<file path="config.mk">
export PLATFORM = sky130hd
export DESIGN_NAME = burst_sram_ctrl
export DESIGN_NICKNAME = d
export VERILOG_FILES = /design/src/rtl/sbsram_pkg.sv /design/src/rtl/sbsram_pwr.sv /design/src/rtl/sbsram_cycle_dec.sv /design/src/rtl/sbsram_burst_cnt.sv /design/src/rtl/sbsram_mem.sv /design/src/rtl/burst_sram_ctrl.sv
export SDC_FILE = /design/constraint.sdc
export NUM_CORES = 2
export LEC_CHECK = 0
export BUFFER_PORTS_ARGS = -buffer_cell sky130_fd_sc_hd__buf_2
export CORE_UTILIZATION = 66
export CTS_BUF_LIST = sky130_fd_sc_hd__clkbuf_8
export DETAILED_ROUTE_END_ITERATION = 8
export PLACE_DENSITY = 0.82
export SLEW_MARGIN = 0
export SYNTH_ARGS = -nofsm -noshare
export SYNTH_HDL_FRONTEND = slang
export SYNTH_SLANG_ARGS = --single-unit
</file>
<file path="constraint.sdc">
create_clock -name clk -period 3.97 [get_ports clk]
set_input_delay 0 -clock clk [delete_from_list [all_inputs] [get_ports clk]]
set_output_delay 0 -clock clk [all_outputs]
set_load 0.03 [all_outputs]
</file>
<file path="src/rtl/sbsram_pkg.sv">
package sbsram_pkg;

  typedef enum logic [1:0] {
    PW_RUN   = 2'd0,
    PW_ENTER = 2'd1,
    PW_DOWN  = 2'd2,
    PW_WAKE  = 2'd3
  } pwr_state_e;

  typedef enum logic [2:0] {
    CY_BLOCK = 3'd0,
    CY_DESEL = 3'd1,
    CY_START = 3'd2,
    CY_NEXT  = 3'd3,
    CY_HOLD  = 3'd4
  } cyc_e;

endpackage

</file>
<file path="src/rtl/sbsram_pwr.sv">
module sbsram_pwr
  import sbsram_pkg::*;
(
  input  logic clk,
  input  logic rst_n,
  input  logic sleep_req,
  output logic acc_ok,
  output logic pwr_down
);

  pwr_state_e state_q, state_d;

  always_comb begin
    state_d = state_q;
    case (state_q)
      PW_RUN:   state_d = sleep_req ? PW_ENTER : PW_RUN;
      PW_ENTER: state_d = sleep_req ? PW_DOWN  : PW_RUN;
      PW_DOWN:  state_d = sleep_req ? PW_DOWN  : PW_WAKE;
      PW_WAKE:  state_d = sleep_req ? PW_ENTER : PW_RUN;
      default:  state_d = PW_RUN;
    endcase
  end

  always_ff @(posedge clk or negedge rst_n) begin
    if (!rst_n) state_q <= PW_RUN;
    else        state_q <= state_d;
  end

  always_comb begin
    acc_ok   = !sleep_req && (state_q != PW_DOWN) && (state_q != PW_WAKE);
    pwr_down = (state_q == PW_DOWN);
  end

  // the flag rises only after two consecutive sampled sleep edges
  assert_down_after_two_R9: assert property (@(posedge clk) disable iff (!rst_n)
    $rose(pwr_down) |-> ($past(sleep_req) && $past(sleep_req, 2)));

  // the edge right after leaving power-down is still a recovery edge
  assert_wake_blocks_R9: assert property (@(posedge clk) disable iff (!rst_n)
    $fell(pwr_down) |-> !acc_ok);

endmodule

</file>
<file path="src/rtl/sbsram_cycle_dec.sv">
module sbsram_cycle_dec
  import sbsram_pkg::*;
#(
  parameter int BYTES = 2
) (
  input  logic             acc_ok,
  input  logic             sel_a_n,
  input  logic             sel_b,
  input  logic             sel_c_n,
  input  logic             strb_cpu_n,
  input  logic             strb_ctl_n,
  input  logic             burst_adv_n,
  input  logic             wr_all_n,
  input  logic             wr_lane_gate_n,
  input  logic [BYTES-1:0] lane_en_n,
  output cyc_e             cyc,
  output logic [BYTES-1:0] lane_we
);

  logic [BYTES-1:0] mask;
  logic             selected;

  always_comb begin
    mask = '0;
    if (!wr_all_n)            mask = '1;
    else if (!wr_lane_gate_n) mask = ~lane_en_n;
  end

  assign selected = !sel_a_n && sel_b && !sel_c_n;

  always_comb begin
    cyc     = CY_BLOCK;
    lane_we = '0;
    if (acc_ok) begin
      if (!sel_a_n && !strb_cpu_n) begin
        cyc = selected ? CY_START : CY_DESEL;
      end else if (!strb_ctl_n) begin
        cyc = selected ? CY_START : CY_DESEL;
        if (selected) lane_we = mask;
      end else begin
        cyc     = burst_adv_n ? CY_HOLD : CY_NEXT;
        lane_we = mask;
      end
    end
  end

endmodule

</file>
<file path="src/rtl/sbsram_burst_cnt.sv">
module sbsram_burst_cnt
  import sbsram_pkg::*;
#(
  parameter int ADDR_W  = 8,
  parameter int BURST_W = 2
) (
  input  logic              clk,
  input  logic              rst_n,
  input  cyc_e              cyc,
  input  logic [ADDR_W-1:0] ext_addr,
  output logic [ADDR_W-1:0] use_addr
);

  localparam int HI_W = ADDR_W - BURST_W;
  localparam logic [BURST_W-1:0] BEAT_STEP = BURST_W'(1);

  logic [ADDR_W-1:0]  cnt_q;
  logic [HI_W-1:0]    hi_q;
  logic [BURST_W-1:0] lo_q;
  logic               load_en;

  assign hi_q = cnt_q[ADDR_W-1:BURST_W];
  assign lo_q = cnt_q[BURST_W-1:0];

  always_comb begin
    case (cyc)
      CY_START: use_addr = ext_addr;
      CY_NEXT:  use_addr = {hi_q, lo_q + BEAT_STEP};
      default:  use_addr = cnt_q;
    endcase
  end

  assign load_en = (cyc == CY_START) || (cyc == CY_NEXT);

  always_ff @(posedge clk or negedge rst_n) begin
    if (!rst_n)       cnt_q <= '0;
    else if (load_en) cnt_q <= use_addr;
  end

  // a step wraps inside the block and keeps the upper bits
  assert_step_wraps_R6: assert property (@(posedge clk) disable iff (!rst_n)
    ($past(rst_n) && $past(cyc) == CY_NEXT) |->
      (lo_q == $past(lo_q) + BEAT_STEP) && (hi_q == $past(hi_q)));

  // idle cycles keep the counter
  assert_idle_holds_R10: assert property (@(posedge clk) disable iff (!rst_n)
    ($past(rst_n) && ($past(cyc) == CY_DESEL || $past(cyc) == CY_BLOCK)) |->
      $stable(cnt_q));

endmodule

</file>
<file path="src/rtl/sbsram_mem.sv">
module sbsram_mem #(
  parameter int ADDR_W = 8,
  parameter int BYTES  = 2,
  parameter int LANE_W = 8
) (
  input  logic                    clk,
  input  logic [BYTES-1:0]        lane_we,
  input  logic [ADDR_W-1:0]       waddr,
  input  logic [BYTES*LANE_W-1:0] wdata,
  input  logic [ADDR_W-1:0]       raddr,
  output logic [BYTES*LANE_W-1:0] rdata
);

  localparam int DEPTH = 1 << ADDR_W;

  for (genvar g = 0; g < BYTES; g++) begin : g_lane
    logic [LANE_W-1:0] store [DEPTH];

    always_ff @(posedge clk) begin
      if (lane_we[g]) store[waddr] <= wdata[g*LANE_W +: LANE_W];
    end

    assign rdata[g*LANE_W +: LANE_W] = store[raddr];
  end

endmodule

</file>
<file path="src/rtl/burst_sram_ctrl.sv">
module burst_sram_ctrl
  import sbsram_pkg::*;
#(
  parameter int ADDR_W  = 8,
  parameter int BURST_W = 2,
  parameter int BYTES   = 2,
  parameter int LANE_W  = 8
) (
  input  logic                    clk,
  input  logic                    rst_n,
  input  logic                    sleep_req,
  input  logic                    sel_a_n,
  input  logic                    sel_b,
  input  logic                    sel_c_n,
  input  logic                    strb_cpu_n,
  input  logic                    strb_ctl_n,
  input  logic                    burst_adv_n,
  input  logic                    wr_all_n,
  input  logic                    wr_lane_gate_n,
  input  logic [BYTES-1:0]        lane_en_n,
  input  logic                    out_en_n,
  input  logic [ADDR_W-1:0]       addr,
  input  logic [BYTES*LANE_W-1:0] wdata,
  output logic [BYTES*LANE_W-1:0] dq_out,
  output logic                    dq_oe,
  output logic                    pwr_down
);

  localparam int DATA_W = BYTES * LANE_W;

  logic              acc_ok;
  cyc_e              cyc;
  logic [BYTES-1:0]  lane_we;
  logic [ADDR_W-1:0] use_addr;
  logic              rd_act_d, rd_act_q;
  logic [ADDR_W-1:0] rd_addr_q;
  logic [DATA_W-1:0] rdata;
  logic              sel_ok;

  sbsram_pwr u_pwr (
    .clk       (clk),
    .rst_n     (rst_n),
    .sleep_req (sleep_req),
    .acc_ok    (acc_ok),
    .pwr_down  (pwr_down)
  );

  sbsram_cycle_dec #(.BYTES(BYTES)) u_dec (
    .acc_ok         (acc_ok),
    .sel_a_n        (sel_a_n),
    .sel_b          (sel_b),
    .sel_c_n        (sel_c_n),
    .strb_cpu_n     (strb_cpu_n),
    .strb_ctl_n     (strb_ctl_n),
    .burst_adv_n    (burst_adv_n),
    .wr_all_n       (wr_all_n),
    .wr_lane_gate_n (wr_lane_gate_n),
    .lane_en_n      (lane_en_n),
    .cyc            (cyc),
    .lane_we        (lane_we)
  );

  sbsram_burst_cnt #(.ADDR_W(ADDR_W), .BURST_W(BURST_W)) u_cnt (
    .clk      (clk),
    .rst_n    (rst_n),
    .cyc      (cyc),
    .ext_addr (addr),
    .use_addr (use_addr)
  );

  sbsram_mem #(.ADDR_W(ADDR_W), .BYTES(BYTES), .LANE_W(LANE_W)) u_mem (
    .clk     (clk),
    .lane_we (lane_we),
    .waddr   (use_addr),
    .wdata   (wdata),
    .raddr   (rd_addr_q),
    .rdata   (rdata)
  );

  always_comb begin
    rd_act_d = ((cyc == CY_START) || (cyc == CY_NEXT) || (cyc == CY_HOLD))
               && (lane_we == '0);
  end

  always_ff @(posedge clk or negedge rst_n) begin
    if (!rst_n) begin
      rd_act_q  <= 1'b0;
      rd_addr_q <= '0;
    end else begin
      rd_act_q <= rd_act_d;
      if (rd_act_d) rd_addr_q <= use_addr;
    end
  end

  assign dq_out = rdata;
  assign dq_oe  = rd_act_q && !out_en_n && !sleep_req;
  assign sel_ok = !sel_a_n && sel_b && !sel_c_n;

  // the processor strobe never opens a write
  assert_cpu_strobe_reads_R4: assert property (@(posedge clk) disable iff (!rst_n)
    (acc_ok && !sel_a_n && !strb_cpu_n) |-> (lane_we == '0));

  // a counted strobe without full selection leaves the bus idle
  assert_desel_quiet_R2: assert property (@(posedge clk) disable iff (!rst_n)
    (acc_ok && !sel_ok && (!strb_ctl_n || (!sel_a_n && !strb_cpu_n))) |=>
      !rd_act_q);

  // a sleep edge performs no write and opens no read window
  assert_sleep_no_write_R8: assert property (@(posedge clk) disable iff (!rst_n)
    sleep_req |-> (lane_we == '0));
  assert_sleep_no_read_R8: assert property (@(posedge clk) disable iff (!rst_n)
    sleep_req |=> !rd_act_q);

  // the bus never drives after a write edge
  assert_write_masks_bus_R7: assert property (@(posedge clk) disable iff (!rst_n)
    ($past(rst_n) && $past(lane_we) != '0) |-> !dq_oe);

endmodule

</file>
==> metrics.md <==
| Metric | Value |
|---|---|
| Worst slew pin tran | around 1300 ps |
| Design Area, Final | about 180000 sq um |
| Setup TNS Final | -7220 ps |
| Crit-path max FO | 7 |
| Synth top area cells | edfxtp_1 77%, mux4_2 12%, mux2i_1 3.3% |
| Slowest CP cell | dfrtp_4 |
| Placed insts | 11200 |
| Final core area utilization | 0.764 |
| Final wirelength | 438000 um |
| Peak VDD IR | 0.000809 V |
| Slew HR | 0.126 |
| Via density | 7.22 |
| Slowest Stage Delay on Critical Path | 510 ps |
| CP endpoint kind | primary output |
| CTS tree | done |
| Syn_nets | 7716 |
| Clock buffer depth | 4 |
| Layout Cells excl Fill | between 10000 and 15000 |
| Sinks on the clock net | 4115 |
| Failing checks | setup timing |
| Max-slew violations | 0 |
| Hold crit path type | primary input to register |
| Die Y | 495 um |
| TritonRoute pass-1 iters | 6 |
| Gpl congestion | around 0.9 |
| Mux contribution to synthesized area | 0.155 |
| H-tree Lvls | 6 |
| Synth Flop Type | edfxtp_1 |
| Die width | 495 um |
| Routed length per placed instance | about 35 um |
| Fillcell total | 11200 |
| IO Port Bufs | 55 |
| Initial core utilization | 0.666 |
| Mapped Area | 161000 sq um |
| Clk_skew | approximately 68 ps |
| Cell Area, Placed | 169000 sq um |
| Register area share after synthesis | 0.769 |
| Synth top area share | 0.766 |
| Post-synthesis async set-or-reset flop share | 0.00462 |
| Most frequent cell after synthesis | edfxtp_1 |
| Largest net degree at the start of global routing | 205 |
| Synth warn | 0 |
| Synth cell types | 65 |
| Simple-gate share of the synthesized area | 0.0234 |
| Worst Setup Path Type | register to primary output |
| DRT iter0 DRCs | about 15000 |
| CP delay by family, top | buffers and inverters |
| Required @ worst endpoint | 3970 ps |
| Vias | 89800 |
| Fin. Hold Viols | 0 |
| Synth-to-Final Area Change | 14.8% |
| Number of flops mapped to enable cells by yosys | slightly above 4000 |
| Vias in the first global route | 89200 |
| Buffers plus inverters on the worst setup path | 6 |
| Arrival time worst endpoint | between 4000 and 5000 ps |
| Total GRT Usage | 0.350 |
| Worst setup margin | -582 ps |
| DP Wirelength | 244000 um |
| CORE AREA | about 240000 sq um |
| Share of cells above drive strength 1 | 0.301 |
| First-pass GRT wire length | 609000 um |
| Die area | 245000 sq um |
| Clk slew on worst S/H paths | 70 ps |
| Layout net count | 8835 |
| P_leak | 61.2 nW |
| Worst Setup Start Kind | register |
| Most common library cells after synthesis | 4096 x edfxtp_1, 837 x mux4_2, 561 x nor2_1 |
| Synth Area in Adders | 0.000234 |
| Clock Latency Late Sink | 1100 ps |
| Seq cells post-synth | around 4100 |
| Initial antenna violation count | 26 |
| IO Count | 56 |
| Status | finished, violations left |
| Max Fclk | 0.220 GHz |
| Final worst path period need | 4550 ps |
| Drt drc | 0 |
| Grt ovf | 0 |
| Num CTS Buffers | 623 |
| Number of cells produced by synthesis | 7675 |
| Worst-path cell chain | buf_12 -> buf_16 -> buf_16 -> buf_4 -> mux2i_1 -> o221ai_1 -> o22ai_1 -> o21ai_1 -> nand4_1 -> buf_6 -> nor4_4 -> buf_6 |
| RSZ-0062 raised after global routing | yes |
| # setup viols final | 16 |
| Yosys top cell by area | edfxtp_1 |
| Synth Area in XOR/XNOR | 0 |
| Synth Area in Compound Gates | 0.0339 |
| Synth Area per Inst | 20.9 sq um |
| Max Cap Viol | 0 |
| Root buf cell | clkbuf_8 |
| Remaining antenna violation count | 0 |
| Std cell rows | 180 |
| Largest family of logic cells by synthesized area | multiplexers |
| Pwr Density | about 670 nW/um^2 |
| Post-route clock period utilization | 1.15 |
-- cell usage in the layout (no fill, tap or decap), types with 20 or more instances in the layout --
| cell type | n |
|---|---|
| nor2_1 | 549 |
| a21oi_1 | 143 |
| mux2i_1 | 533 |
| nor3_2 | 30 |
| o221ai_2 | 40 |
| mux2_2 | 50 |
| inv_1 | 204 |
| nor3_1 | 53 |
| clkinv_1 | 157 |
| nand3_1 | 43 |
| edfxtp_1 | 4096 |
| o221ai_1 | 196 |
| buf_4 | 700 |
| clkbuf_8 | 651 |
| a211o_1 | 20 |
| a22o_4 | 22 |
| clkinv_2 | 53 |
| mux4_2 | 837 |
| o22ai_1 | 118 |
| buf_6 | 44 |
| dlygate4sd3_1 | 53 |
| buf_2 | 23 |
| o21ai_0 | 30 |
| buf_16 | 45 |
| buf_12 | 73 |
| nand2_1 | 95 |
-- flip-flops by register name, indices dropped and copies added (netlist names) --
register / cells
rd_act_q: 1
rd_addr_q: 8
u_cnt.cnt_q: 8
u_mem.g_lane.store: 4096
u_pwr.state_q: 2
-- through the flow --
stage / setup slack, ps / hold WS (ps) / power (W)
5_1_grt: -582 / 83.0 / 0.125
3_3_place_gp: -252 / 16.0 / 0.0837
2_1_floorplan: 755 / -296 / 0.0711
3_5_place_dp: -328 / 20.3 / 0.0845
4_1_cts: -542 / 40.1 / 0.119
6_report: -582 / 154 / 0.123
-- cells by family (layout without fill, tap and decap cells) --
| logic type | count (synthesis) | count (layout) |
|---|---|---|
| flip-flops | 4115 | 4115 |
| multiplexers | 1425 | 1425 |
| AND/OR/NAND/NOR | 885 | 885 |
| AO/OA/AOI/OAI | 748 | 748 |
| buffers and inverters | 499 | 2068 |
| adder cells (fa/ha/maj) | 3 | 3 |
| other | 0 | 13 |
-- cell type report --
cell class              count  area [sq um]  area share
flip-flops and latches   4115        123000       0.670
multi-input cells        3061         35800       0.195
repair buffers            982         10100      0.0547
clock buffers             635          8740      0.0474
well taps                3185          3990      0.0216
clock inverters           440          2040      0.0111
inverters                  11          58.8    0.000319
diodes                     13          32.5    0.000177
-- worst min-delay path, cell delays in order --
cell and delay (ps):
buf_2 80, o21a_1 290, nor3_1 220, buf_4 200
nand2_1 120, nor2_1 150
-- path summary, 6_finish.rpt --
check | endpoint | start | slack, ps | cells past startpoint
hold / removal | u_mem.g_lane[0].store[245][3]$_DFFE_PP_ | lane_en_n[0] | 150 | 6
hold reg to reg | u_pwr.state_q[0]$_DFF_PN0_ | u_pwr.state_q[1]$_DFF_PN0_ | 680 | 2
setup / recovery | dq_out[12] | rd_addr_q[0]$_DFFE_PN0P_ | -580 | 12
setup reg to reg | u_mem.g_lane[0].store[198][6]$_DFFE_PP_ | u_pwr.state_q[0]$_DFF_PN0_ | 70 | 11
max in group asynchronous | rd_addr_q[1]$_DFFE_PN0P_ | rst_n | 2880 | 3
min in group asynchronous | u_cnt.cnt_q[2]$_DFFE_PN0N_ | rst_n | 250 | 3
-- per-layer routing --
metal  part of all wire  up-vias  wire [um]  GRT usage
met1               0.32    45100     142000      0.461
met2               0.48     8629     210000      0.544
met5            0.00020        -         87          0
met3               0.14     1561      59700     0.0889
li1                   -    34500          -          -
met4              0.061       14      26900      0.189
-- where the power goes --
| part | switching (W) | internal (W) |
|---|---|---|
| logic | 0.0251 | 0.0178 |
| clock network | 0.0162 | 0.0153 |
| registers | 0.000210 | 0.0480 |
-- timing repair --
item / 4_1_cts / 5_1_grt
hold buffers: 54 / 0
setup endpoints to repair: 27 / 47
gates resized for setup: 271 / 127
endpoints found under the hold margin: 3218 / 0
pin swaps: 42 / 53
buffers inserted: 42 / 34
gates cloned: 27 / 10
No activity file was read; power rests on OpenSTA's default activity.
